File: src/rtl/anneal_pkg.sv
package anneal_pkg;
    typedef enum logic {
        MODE_EXP = 1'b0,
        MODE_LIN = 1'b1
    } anneal_mode_e;
endpackage

File: src/rtl/anneal_exp_step.sv
// One recurrence step: s + ceil((full - s) * rate), clamped to full scale.
module anneal_exp_step #(
    parameter int FRAC_W = 16
) (
    input  logic [FRAC_W:0]   scale_i,
    input  logic [FRAC_W-1:0] rate_i,
    output logic [FRAC_W:0]   next_o
);
    localparam int SW = FRAC_W + 1;
    localparam int PW = SW + FRAC_W;
    localparam logic [SW-1:0] FULL = {1'b1, {FRAC_W{1'b0}}};

    logic [SW-1:0] gap;
    logic [PW-1:0] prod;
    logic [PW:0]   rounded;
    logic [SW:0]   incr;
    logic [SW:0]   sum;

    always_comb begin
        gap     = FULL - scale_i;
        prod    = {{FRAC_W{1'b0}}, gap} * {{SW{1'b0}}, rate_i};
        rounded = {1'b0, prod} + {{(SW + 1){1'b0}}, {FRAC_W{1'b1}}};
        incr    = rounded[PW:FRAC_W];
        sum     = {1'b0, scale_i} + incr;
        next_o  = (sum > {1'b0, FULL}) ? FULL : sum[SW-1:0];
    end
endmodule

File: src/rtl/anneal_lin_step.sv
// Linear ramp step, clamped to full scale.
module anneal_lin_step #(
    parameter int FRAC_W = 16
) (
    input  logic [FRAC_W:0]   scale_i,
    input  logic [FRAC_W-1:0] rate_i,
    output logic [FRAC_W:0]   next_o
);
    localparam int SW = FRAC_W + 1;
    localparam logic [SW-1:0] FULL = {1'b1, {FRAC_W{1'b0}}};

    logic [SW:0] sum;

    always_comb begin
        sum    = {1'b0, scale_i} + {2'b00, rate_i};
        next_o = (sum > {1'b0, FULL}) ? FULL : sum[SW-1:0];
    end
endmodule

File: src/rtl/anneal_epoch_next.sv
// Saturating epoch increment.
module anneal_epoch_next #(
    parameter int EPOCH_W = 16
) (
    input  logic [EPOCH_W-1:0] epoch_i,
    output logic [EPOCH_W-1:0] next_o
);
    localparam logic [EPOCH_W-1:0] EMAX = {EPOCH_W{1'b1}};

    always_comb begin
        next_o = (epoch_i == EMAX) ? epoch_i : epoch_i + 1'b1;
    end
endmodule

File: src/rtl/anneal_sched.sv
module anneal_sched #(
    parameter int FRAC_W  = 16,
    parameter int EPOCH_W = 16
) (
    input  logic               clk,
    input  logic               rst_n,
    input  logic               start_i,
    input  logic               tick_i,
    input  logic               mode_i,
    input  logic [FRAC_W-1:0]  rate_i,
    output logic [FRAC_W:0]    scale_o,
    output logic               sat_o,
    output logic [EPOCH_W-1:0] epoch_o
);
    import anneal_pkg::*;

    localparam int SW = FRAC_W + 1;
    localparam logic [SW-1:0] FULL = {1'b1, {FRAC_W{1'b0}}};

    typedef struct packed {
        logic [SW-1:0]      scale;
        logic [EPOCH_W-1:0] epoch;
    } sched_t;

    sched_t st_d, st_q;
    logic [SW-1:0]      exp_next, lin_next;
    logic [EPOCH_W-1:0] epoch_next;
    anneal_mode_e       mode;

    assign mode = anneal_mode_e'(mode_i);

    anneal_exp_step #(.FRAC_W(FRAC_W)) u_exp (
        .scale_i(st_q.scale), .rate_i(rate_i), .next_o(exp_next)
    );
    anneal_lin_step #(.FRAC_W(FRAC_W)) u_lin (
        .scale_i(st_q.scale), .rate_i(rate_i), .next_o(lin_next)
    );
    anneal_epoch_next #(.EPOCH_W(EPOCH_W)) u_epoch (
        .epoch_i(st_q.epoch), .next_o(epoch_next)
    );

    always_comb begin
        st_d = st_q;
        if (start_i) begin
            st_d.scale = '0;
            st_d.epoch = '0;
        end else if (tick_i) begin
            st_d.scale = (mode == MODE_LIN) ? lin_next : exp_next;
            st_d.epoch = epoch_next;
        end
    end

    always_ff @(posedge clk or negedge rst_n) begin
        if (!rst_n) st_q <= '0;
        else        st_q <= st_d;
    end

    assign scale_o = st_q.scale;
    assign epoch_o = st_q.epoch;
    assign sat_o   = (st_q.scale == FULL);
endmodule

File: config.mk
export PLATFORM = sky130hd
export DESIGN_NAME = anneal_sched
export DESIGN_NICKNAME = d
export VERILOG_FILES = /design/src/rtl/anneal_pkg.sv /design/src/rtl/anneal_exp_step.sv /design/src/rtl/anneal_lin_step.sv /design/src/rtl/anneal_epoch_next.sv /design/src/rtl/anneal_sched.sv
export SDC_FILE = /design/constraint.sdc
export NUM_CORES = 1
export LEC_CHECK = 0
export BUFFER_PORTS_ARGS = -buffer_cell sky130_fd_sc_hd__buf_2
export CORE_ASPECT_RATIO = 0.75
export CORE_UTILIZATION = 25
export DETAILED_ROUTE_END_ITERATION = 8
export GPL_TIMING_DRIVEN = 0
export MAX_ROUTING_LAYER = met4
export PLACE_DENSITY = 0.37
export SLEW_MARGIN = 25
export SYNTH_ARGS = -nofsm -noshare
export SYNTH_HDL_FRONTEND = slang
export SYNTH_SLANG_ARGS = --single-unit
File: constraint.sdc
create_clock -name clk -period 9.95 [get_ports clk]
set_clock_uncertainty 0.2 [all_clocks]
set_input_delay 0.4975 -clock clk [delete_from_list [all_inputs] [get_ports clk]]
set_output_delay 0.4975 -clock clk [all_outputs]
set_load 0.02 [all_outputs]
Word level (Yosys, flattened, before mapping)
Index checks and enable logic that the tools add are counted.
{"block": "word_totals", "word_cells": 21, "output_inout_bits": 34, "input_bits": 21, "reg_bits": 33}
{"block": "classes", "n_reduce_logical": 2, "mux": 6, "magnitude_cmp": 2, "add_sub_neg": 5, "eq_ne": 3, "multipliers": 1}
{"cell": "33-bit 2-to-1 mux", "n": 2}
{"cell": "17-bit 2-to-1 mux", "n": 3}
{"cell": "18-bit by 17-bit greater-than comparator with 1-bit output (second input constant)", "n": 2}
{"cell": "33-bit by 16-bit adder with 34-bit output (second input constant)", "n": 1}
{"cell": "17-bit by 16-bit multiplier with 33-bit output", "n": 1}
{"cell": "17-bit by 16-bit adder with 18-bit output", "n": 1}
{"cell": "17-bit by 18-bit adder with 18-bit output", "n": 1}
{"cell": "17-bit equality test (second input constant)", "n": 1}
{"cell": "17-bit subtractor (first input constant)", "n": 1}
{"cell": "16-bit by 1-bit adder with 16-bit output (second input constant)", "n": 1}
{"cell": "16-bit equality test (second input constant)", "n": 1}
{"cell": "16-bit 2-to-1 mux", "n": 1}
{"cell": "2-bit inequality test (second input constant)", "n": 1}
{"cell": "2-bit AND reduction", "n": 1}
{"cell": "2-bit nonzero test", "n": 1}

Logic depth before layout (Yosys ltp)
Gate-level depths: netlist of the first run.
{"block": "logic_depth", "ltp_word": 9, "mapped_depth": 41}

Hierarchy
Synthesis of the first run repeated with hierarchy kept, for this count alone.
{"block": "hier_totals", "hier_cells": 1531, "hier_area_um2": 13226.4}
{"mod": "anneal_exp_step", "area_per_inst_um2": 10282.4, "seq_area_each_um2": 0.0, "n_inst": 1, "cells_per_inst": 1204}
{"mod": "anneal_sched", "area_per_inst_um2": 1525.2, "seq_area_each_um2": 825.8, "n_inst": 1, "cells_per_inst": 134}
{"mod": "anneal_lin_step", "area_per_inst_um2": 1007.2, "seq_area_each_um2": 0.0, "n_inst": 1, "cells_per_inst": 132}
{"mod": "anneal_epoch_next", "area_per_inst_um2": 411.6, "seq_area_each_um2": 0.0, "n_inst": 1, "cells_per_inst": 61}

Worst setup path after synthesis of the first run
No wires, ideal clock.
{"block": "synth_timing", "path_kind": "register to register", "from": "reg st_q (netlist bit scale_o[0])", "to": "reg st_q (netlist bit scale_o[9])", "synth_period_minus_slack_ps": 9295, "setup_slack_ps": 655, "path_stages_with_launch": 39, "t_arrival_ps": 8985, "path_cell_list": "dfrtp_1 -> clkbuf_1 -> inv_1 -> ha_1 -> inv_1 -> or3_1 -> xor2_1 -> clkbuf_1 -> nand2_1 -> fa_1 -> inv_1 -> fa_1 -> fa_1 -> fa_1 -> fa_1 -> inv_1 -> fa_1 -> inv_1 -> [3 not listed] -> nor3_1 -> o32a_1 -> o21a_1 -> o21ai_0 -> o21a_1 -> o31ai_1 -> xnor2_1 -> ha_1 -> clkbuf_1 -> a21oi_1 -> o22ai_1 -> inv_1 -> o211ai_1 -> o21ba_2 -> nor4b_1 -> and4_2 -> a31oi_4 -> o41ai_1"}
{"block": "synth_via", "elab_chain_cells": 9}
{"element": "from (decl)", "line": "anneal_sched.sv:25", "source": "sched_t st_d, st_q;"}
{"element": "from (signal assigned)", "line": "anneal_sched.sv:55", "source": "else st_q <= st_d;"}
{"element": "17-bit subtractor", "line": "anneal_exp_step.sv:20", "source": "gap = FULL - scale_i;"}
{"element": "17-bit by 16-bit multiplier with 33-bit output", "line": "anneal_exp_step.sv:21", "source": "prod = {{FRAC_W{1'b0}}, gap} * {{SW{1'b0}}, rate_i};"}
{"element": "33-bit by 16-bit adder with 34-bit output", "line": "anneal_exp_step.sv:22", "source": "rounded = {1'b0, prod} + {{(SW + 1){1'b0}}, {FRAC_W{1'b1}}};"}
{"element": "17-bit by 18-bit adder with 18-bit output", "line": "anneal_exp_step.sv:24", "source": "sum = {1'b0, scale_i} + incr;"}
{"element": "18-bit by 17-bit greater-than comparator with 1-bit output", "line": "anneal_exp_step.sv:25", "source": "next_o = (sum > {1'b0, FULL}) ? FULL : sum[SW-1:0];"}
{"element": "17-bit 2-to-1 mux", "line": "anneal_exp_step.sv:25"}
{"element": "17-bit 2-to-1 mux *", "line": "anneal_sched.sv:48", "source": "st_d.scale = (mode == MODE_LIN) ? lin_next : exp_next;"}
{"element": "33-bit 2-to-1 mux *", "line": "anneal_sched.sv:47", "source": "end else if (tick_i) begin"}
{"element": "33-bit 2-to-1 mux *", "line": "anneal_sched.sv:44", "source": "if (start_i) begin"}
Every way passes the cells marked *; elsewhere a longest branch is shown, timed or not. The select of a mux whose other input is x is not followed.
A chain may end at the register's enable or synchronous reset.

Worst setup path after layout of the first run
{"block": "layout_timing", "from": "reg st_q (netlist bit scale_o[2])", "to": "reg st_q (netlist bit scale_o[9])"}
The elaborated chain is that of the path after synthesis.

==> impl_metrics.tcl, run 1 <==
set metrics [dict create \
    hold_buffers 0 \
    drc_errors 0 \
    wl_mm 44.0 \
    die_h_um 194 \
    place.gp.congestion 0.849 \
    crit_required_ns 9.94 \
    arrival_ns 9.84 \
    ys.flop_type "dfrtp_1" \
    timing.rr.start "scale_o[2]" \
    synth_nets 1794 \
    synth_enable_flop_cells 0 \
    grt_pass1_vias 10700 \
    critPathMaxStageDelay_ns 0.56 \
    grt_max_degree 34 \
    synth_area_mm2 0.0123 \
    start_kind "flop" \
    start_util_pct 25.6 \
    cts.clk_slew.worst_paths_ns 0.07 \
    die_area_mm2 0.0499 \
    slew_headroom_pct 40.3 \
    slowest_stage "fa_1" \
    critical_path_class "flop to flop" \
    antenna_found_initial 1 \
    synth_top_area_cell "fa_1" \
    tightest_slew_ns 0.896 \
    hold_ws_ns 0.121 \
    dp_hpwl_mm 35.1 \
    r2r-end "scale_o[9]" \
    hold_class "primary input to asynchronous set/reset pin" \
    met2_usage_pct 25.1 \
    clk_latency_ns 0.29 \
    grtUsageMet3_pct 2.39 \
    rsz0062_at_grt "true" \
    htreeDepth 2 \
    synth_cell_types 64 \
    met1_usage_pct 29.8 \
    min_period_ns 9.84 \
    wl_per_cell_um 20.2 \
    synth_area_leaders "fa_1 (37%), ha_1 (14%), inv_1 (8.4%), dfrtp_1 (6.7%), and2_1 (6.4%)" \
    grt-busiest-layer "met1" \
    r2r_slack_ns 0.11 \
    cp_max_fo 8 \
    setup_violations 0 \
    netlist.area_leader.share_pct 36.6 \
    ant_nets 0 \
    fin_nets 1924 \
    cp_common_cell "fa_1" \
    fin_crit_sh_pct 98.9 \
    vias 10100 \
    drv_cap 0 \
    initialDrtViolationCount 585 \
    ys_seq_elements 33 \
    port_buffers 54 \
    synth_cells 1413 \
    slew_violations 0 \
    fmax_mhz 102 \
    grtUsageTotal_pct 18.5 \
    viasPerCell 4.62 \
    clock_sink_count 33 \
    clk_path_buf_depth 2 \
    seq_area_frac_synth_pct 6.74 \
    rows 69 \
    async_flop_share_pct 100 \
    firstDrtPassIters 5 \
    grt-ovfl-total 0 \
    cts_inserted_buffers 5 \
    coreArea_mm2 0.0479 \
    cts_tree "built" \
    dieWidth_um 258 \
    clockRootBuffer "clkbuf_16" \
    status "completed" \
    synth.avg_cell_area_um2 8.68 \
    ys_warn_count 0 \
    final_layout_size_suffix_gt1_share_pct 17.8 \
    rr_worst_depth 35 \
    area_growth_pct 22.2 \
    grt_pass1_wl_mm 67.9 \
    ios 55 \
    hold_violations 0 \
    end_kind "flop" \
]
per-layer routing:
layer	vias up	part of all wire [%]
met5	-	0
met4	0	0.15
met3	10	5.0
met2	220	40
met1	5155	55
li1	4701	-
critical path, delay by kind of cell, from the launching register on:
kind	cells	cell delay, ns
buf+inv	6	0.71
compound gates	9	2.07
simple gates	10	2.07
fa+ha+maj	8	3.79
flops	1	0.44
xor+xnor	2	0.48
placed cells by master (no fill, tap or decap), types with 18 or more instances in the layout:
master,synthesis,layout
fa_1,224,221
and2_1,125,122
dfrtp_1,33,26
clkbuf_1,41,23
o21ai_0,44,21
buf_2,0,55
xnor2_1,34,18
xor2_1,30,23
a21oi_1,34,28
nand2_1,175,175
nand3_1,19,18
nor2_1,64,60
ha_1,136,128
inv_1,275,268
buf_4,0,63
cells by family (layout without fill, tap and decap cells):
| kind of cell | Yosys count | count (layout) | synth area share (%) |
|---|---|---|---|
| fa+ha+maj | 360 | 360 | 50.5 |
| compound gates | 171 | 172 | 9.27 |
| flops | 33 | 33 | 6.74 |
| other cells | 0 | 1 | 0 |
| buf+inv | 321 | 450 | 10.2 |
| simple gates | 463 | 463 | 18.7 |
| mux | 1 | 1 | 0.0817 |
| xor+xnor | 64 | 64 | 4.57 |
repair_timing:
| action | 4_1_cts | 5_1_grt |
|---|---|---|
| cloned | 1 | 1 |
| buffers inserted | 27 | 41 |
| resized for setup | 112 | 112 |
| pin swaps | 26 | 63 |
| endpoints found under the setup margin | 17 | 17 |
synth_stat cells (all sizes together), types with 4 or more instances:
| master | n |
|---|---|
| a22oi | 16 |
| clkbuf | 44 |
| fa | 224 |
| xor2 | 30 |
| inv | 275 |
| nor3 | 19 |
| o211ai | 9 |
| dfrtp | 33 |
| nand2b | 8 |
| a31oi | 5 |
| xnor2 | 34 |
| o21a | 9 |
| o21ai | 45 |
| nand4 | 7 |
| nand3 | 19 |
| a21o | 17 |
| nor4 | 6 |
| a211oi | 7 |
| nand2 | 175 |
| and3 | 4 |
| nor2b | 6 |
| ha | 136 |
| or3 | 10 |
| a21oi | 35 |
| nor2 | 65 |
| o31ai | 4 |
| and2 | 125 |
| and4 | 4 |
registers in the layout (all words and copies together) (netlist names):
| name | cells |
|---|---|
| epoch_o | 16 |
| scale_o | 17 |
worst max path at each step:
stage,startpoint,to,slack [ns]
floorplan,scale_o[0],scale_o[9],0.65
global placement,scale_o[0],scale_o[9],-2.35
detailed placement,scale_o[0],scale_o[15],-2.35
CTS,scale_o[3],scale_o[10],0.002
global route,scale_o[2],scale_o[9],-0.19
finish,scale_o[2],scale_o[9],0.11
cell type report:
type	count	area (um2)
inverters	275	1030
well taps	639	800
clock inverters	1	7.51
multi-input cells	1060	11000
plain buffers	45	364
diodes	1	2.50
repair buffers	123	822
flip-flops and latches	33	837
clock buffers	6	139
fillers	5070	32900
per-stage QoR:
| step | instance area [um2] | util (%) | setup WS (ns) | TNS, ns | std cells |
|---|---|---|---|---|---|
| finish | 15000 | 31.3 | 0.105 | 0 | 2183 |
| global route | 15000 | 31.3 | -0.192 | -1.85 | 2182 |
| CTS | 14200 | 29.7 | 0.00168 | 0 | 2141 |
| detailed placement | 13300 | 27.8 | -2.35 | -37.77 | 2106 |
| global placement | 13300 | 27.8 | -2.35 | -38.32 | 2106 |
| floorplan | 12300 | - | 0.655 | 0 | 1413 |
Power of run 1 is left out: the tool's default activity adds up to more than one toggle a clock period on the data nets, which glitch-free logic cannot reach.
==> run 2: changes to the inputs <==
Settings changed: SYNTH_HIERARCHICAL set to 1.
Clock period 9.95 ns to 9.5 ns, I/O delays scaled along.
==> impl_metrics.tcl, run 2 <==
set metrics [dict create \
    instances_no_fill 2357 \
    grt-ovfl-total 0 \
    clk_latency_ns 0.27 \
    synth_compound_area_share_pct 10.4 \
    cts.clk_slew.worst_paths_ns 0.06 \
    vias 11000 \
    port_buffers 51 \
    nFillCells 5599 \
    design_area_mm2 0.0159 \
    slowest_stage "or4_4" \
    synth_area_leaders "fa_1 (34%), ha_1 (13%), inv_1 (7.7%), dfrtp_1 (6.2%), and2_1 (5.7%)" \
    grtUsageTotal_pct 19.2 \
    htreeDepth 2 \
    grt_pass1_wl_mm 75.2 \
    status "finished with violations" \
    layout.cells.most_common_list "inv_1 (267), fa_1 (222), nand2_1 (183)" \
    rows 72 \
    netlist.area_leader.share_pct 33.9 \
    clk_path_buf_depth 2 \
    drv_cap 0 \
    grt_max_degree 34 \
    start_kind "flop" \
    rr_worst_depth 38 \
    ys_seq_elements 33 \
    firstDrtPassIters 4 \
    end_kind "flop" \
    tightest_slew_ns 0.867 \
    hold_violations 0 \
    synth_enable_flop_cells 0 \
    wl_per_cell_um 20.6 \
    synth_fa_ha_area_share_pct 46.7 \
    synth.avg_cell_area_um2 8.64 \
    synth_top_family_by_area "adder cells" \
    violations "setup timing" \
    viasPerCell 4.66 \
    ys.flop_type "dfrtp_1" \
    dp_hpwl_mm 38.0 \
    ys_warn_count 6 \
    synth_nets 1911 \
    cts_inserted_buffers 5 \
    synth_xor_area_share_pct 4.12 \
    dp_cells 2285 \
    clock_sink_count 33 \
    ant_nets 0 \
    die_h_um 201 \
    cp_common_cell "fa_1" \
    synth_top_area_cell "fa_1" \
    min_period_ns 10.64 \
    wl_mm 48.5 \
    final_layout_size_suffix_gt1_share_pct 17.6 \
    crit_required_ns 9.47 \
    initialDrtViolationCount 607 \
    async_flop_share_pct 100 \
    fmax_mhz 94.0 \
    coreArea_mm2 0.0519 \
    fin_crit_sh_pct 112 \
    setup_violations 17 \
    hold_buffers 0 \
    synth_area_mm2 0.0132 \
    grt_pass1_vias 12000 \
    hold_class "primary input to asynchronous set/reset pin" \
    synth_cell_types 74 \
    synth_cells 1531 \
    r2r-end "scale_o[2]" \
    synthTopCellsByCount "inv_1 (270), fa_1 (224), nand2_1 (187)" \
    arrival_ns 10.62 \
    rsz0062_at_grt "true" \
    slew_violations 0 \
    crit_buf_inv 6 \
    cp_top_family "adder cells" \
    ios 55 \
    cts_tree "built" \
    final_common_cell "inv_1" \
    timing.rr.start "scale_o[4]" \
    cp_max_fo 5 \
    antenna_found_initial 0 \
    clockRootBuffer "clkbuf_16" \
    seq_area_frac_synth_pct 6.24 \
    finalSetupTns_ns -17.52 \
    drc_errors 0 \
    largest_reg_flops 17 \
    place.gp.congestion 0.829 \
    die_area_mm2 0.0538 \
    synth_simple_gate_area_share_pct 19.8 \
    yosysMostFrequentCell "inv_1" \
    fin_nets 2032 \
    start_util_pct 25.5 \
    area_growth_pct 20.5 \
    critPathMaxStageDelay_ns 0.56 \
    r2r_slack_ns -1.14 \
    synthMuxAreaShare_pct 3.03 \
    slew_headroom_pct 42.2 \
    dieWidth_um 268 \
    setup_ws_ns -1.14 \
    critical_path_class "flop to flop" \
    placed_area_mm2 0.0146 \
]
## run 2: layout make-up
class | count | area (um2) | area share, %
Clock buffer | 7 | 153 | 0.957
Buffer | 54 | 413 | 2.59
Timing Repair Buffer | 117 | 798 | 5.01
Clock inverter | 1 | 5.00 | 0.0314
Multi-Input combinational cell | 1171 | 11800 | 74.3
Sequential cell | 33 | 833 | 5.23
Inverter | 270 | 1010 | 6.36
Antenna cell | 1 | 2.50 | 0.0157
Tap cell | 703 | 880 | 5.52
## run 2: worst reg2reg max path: cells and delay by family (launching register included)
| family | cells | cell delay, ns |
|---|---|---|
| flops | 1 | 0.43 |
| compound gates | 10 | 2.18 |
| mux | 1 | 0.09 |
| fa+ha+maj | 8 | 3.62 |
| simple gates | 11 | 2.82 |
| xor+xnor | 2 | 0.52 |
| buf+inv | 6 | 0.66 |
## run 2: how the worst max path moves through the flow
stage	slack [ns]	start	end	cells past startpoint
CTS	-1.04	scale_o[4]	scale_o[2]	39
global route	-1.49	scale_o[4]	scale_o[2]	38
global placement	-3.38	scale_o[0]	scale_o[2]	37
finish	-1.14	scale_o[4]	scale_o[2]	38
floorplan	-0.48	scale_o[3]	scale_o[0]	38
detailed placement	-3.11	scale_o[0]	scale_o[7]	38
## run 2: kinds of logic (layout without fill, tap and decap cells)
| kind of cell | count (synthesis) | count (layout) |
|---|---|---|
| flip-flops | 33 | 33 |
| AND/OR/NAND/NOR | 518 | 518 |
| other | 0 | 1 |
| AO/OA/AOI/OAI | 195 | 195 |
| multiplexers | 39 | 39 |
| adder cells (fa/ha/maj) | 359 | 359 |
| XOR/XNOR | 60 | 60 |
| buffers and inverters | 327 | 449 |
## run 2: stage by stage
step	worst slack [ns]	hold WS, ns	utilization [%]
CTS	-1.04	0.126	30.3
floorplan	-0.484	-0.0206	-
global placement	-3.38	0.424	28.0
global route	-1.49	0.155	30.7
finish	-1.14	0.0927	30.7
detailed placement	-3.11	0.419	28.1
## run 2: timing repair
action                                  in CTS  in global routing
endpoints found under the setup margin      17                 17
pin swaps                                   43                 11
setup buffers                               53                 11
gates resized for setup                    111                 30
cloned                                       2                  0
## run 2: per-layer routing
| metal | GRT usage, % | share of wire (%) |
|---|---|---|
| met4 | 2.18 | 1.1 |
| met2 | 28.1 | 42 |
| met1 | 28.9 | 53 |
| met5 | - | 0 |
| met3 | 2.09 | 3.7 |
Power of run 2 is left out for the same reason.
==> run 3: changes to the inputs <==
Settings changed: CORE_UTILIZATION 25 to 55, PLACE_DENSITY 0.37 to 0.7, RECOVER_POWER set to 100.
==> impl_metrics.tcl, run 3 (synthesis results as in run 2) <==
set metrics [dict create \
    worstHoldStart "start_i" \
    setup_violations 17 \
    tightest_slew_ns 1.78 \
    clk_latency_ns 0.27 \
    grt_pass1_vias 11800 \
    cts_inserted_buffers 5 \
    violations "capacitance limit, slew limit, setup timing" \
    largest_reg_flops 17 \
    setup_ws_ns -1.16 \
    start_kind "flop" \
    viasPerCell 6.01 \
    initialDrtViolationCount 940 \
    status "finished with violations" \
    coreArea_mm2 0.0233 \
    nFillCells 1932 \
    cp_common_cell "fa_1" \
    area_growth_pct 15.9 \
    drv_cap 1 \
    port_buffers 51 \
    crit_required_ns 9.48 \
    die_h_um 136 \
    vias 11700 \
    cp_max_fo 7 \
    end_kind "flop" \
    clk_path_buf_depth 2 \
    critPathMaxStageDelay_ns 0.57 \
    fin_nets 2023 \
    crit_start "scale_o[2]" \
    slew_violations 34 \
    cts_tree "built" \
    arrival_ns 10.64 \
    clockRootBuffer "clkbuf_16" \
    ios 55 \
    place.gp.congestion 0.903 \
    slew_headroom_pct -19.0 \
    grt_pass1_wl_mm 63.3 \
    firstDrtPassIters 8 \
    critical_path_class "flop to flop" \
    multi_input_area_mm2 0.0119 \
    cts.clk_slew.worst_paths_ns 0.05 \
    min_period_ns 10.66 \
    htreeDepth 2 \
    grt-ovfl-total 0 \
    drc_errors 0 \
    fmax_mhz 93.8 \
    slowest_stage "fa_1" \
    antennaDiodeCount 0 \
    hold_class "primary input to flop" \
    clock_sink_count 33 \
    dp_hpwl_mm 30.5 \
    grt_max_degree 34 \
    ant_nets 0 \
    wl_mm 40.6 \
    hold_violations 0 \
    fin_crit_sh_pct 112 \
    hold_buffers 0 \
    rows 48 \
    final_common_cell "inv_1" \
    cp_top_family "adder cells" \
    grtUsageTotal_pct 34.3 \
    final_layout_size_suffix_gt1_share_pct 15.8 \
    crit_buf_inv 7 \
    preCtsSetupSlack_ns -2.59 \
    start_util_pct 56.8 \
    die_area_mm2 0.0247 \
    antenna_found_initial 1 \
    register_area_um2 832 \
    wl_per_cell_um 20.9 \
    dieWidth_um 181 \
    layout.cells.most_common_list "inv_1 (264), fa_1 (221), nand2_1 (183)" \
    r2r_slack_ns -1.16 \
    timing.rr.start "scale_o[2]" \
    rsz0062_at_grt "true" \
]
run 3: path summary, 6_finish.rpt:
check / end / cells past startpoint
hold reg to reg: epoch_o[3] / 2
setup reg to reg: scale_o[6] / 40
hold / removal: scale_o[12] / 2
setup / recovery: scale_o[6] / 40
max in group asynchronous: scale_o[0] / 1
min in group asynchronous: epoch_o[0] / 1
run 3: timing repair:
| item | in CTS | in global routing |
|---|---|---|
| pin swaps | 35 | 29 |
| setup endpoints to repair | 17 | 17 |
| hold endpoints to repair | 0 | 0 |
| setup buffers | 40 | 14 |
| cloned | 1 | 2 |
| resized for setup | 83 | 69 |
run 3: layout make-up:
cell class,count,area share (%)
buffer,54,2.50
sequential,33,5.43
timing repair buffer,108,4.53
clock buffer,6,0.840
clock inverter,2,0.0653
tap,300,2.45
inverter,270,6.61
multi-input combinational,1171,77.6
run 3: stage by stage:
stage | area, um2 | TNS (ns) | hold WS [ns] | util (%) | cells
2_1_floorplan | 13400 | -6.20 | -0.0206 | - | 1531
3_3_place_gp | 14000 | -47.01 | 0.384 | 60.2 | 1882
3_5_place_dp | 14000 | -41.74 | 0.380 | 60.2 | 1882
4_1_cts | 14900 | -12.59 | 0.0909 | 63.9 | 1929
5_1_grt | 15300 | -21.62 | 0.360 | 65.8 | 1944
6_report | 15300 | -17.10 | 0.338 | 65.8 | 1944
run 3: routing by layer:
layer,vias up,wire length [um],global-route usage [%]
met5,-,0,-
met4,0,1290,9.98
met3,113,4150,6.64
met2,631,17700,52.6
met1,5795,17400,46.4
li1,5138,-,-
Power of run 3 is left out for the same reason.
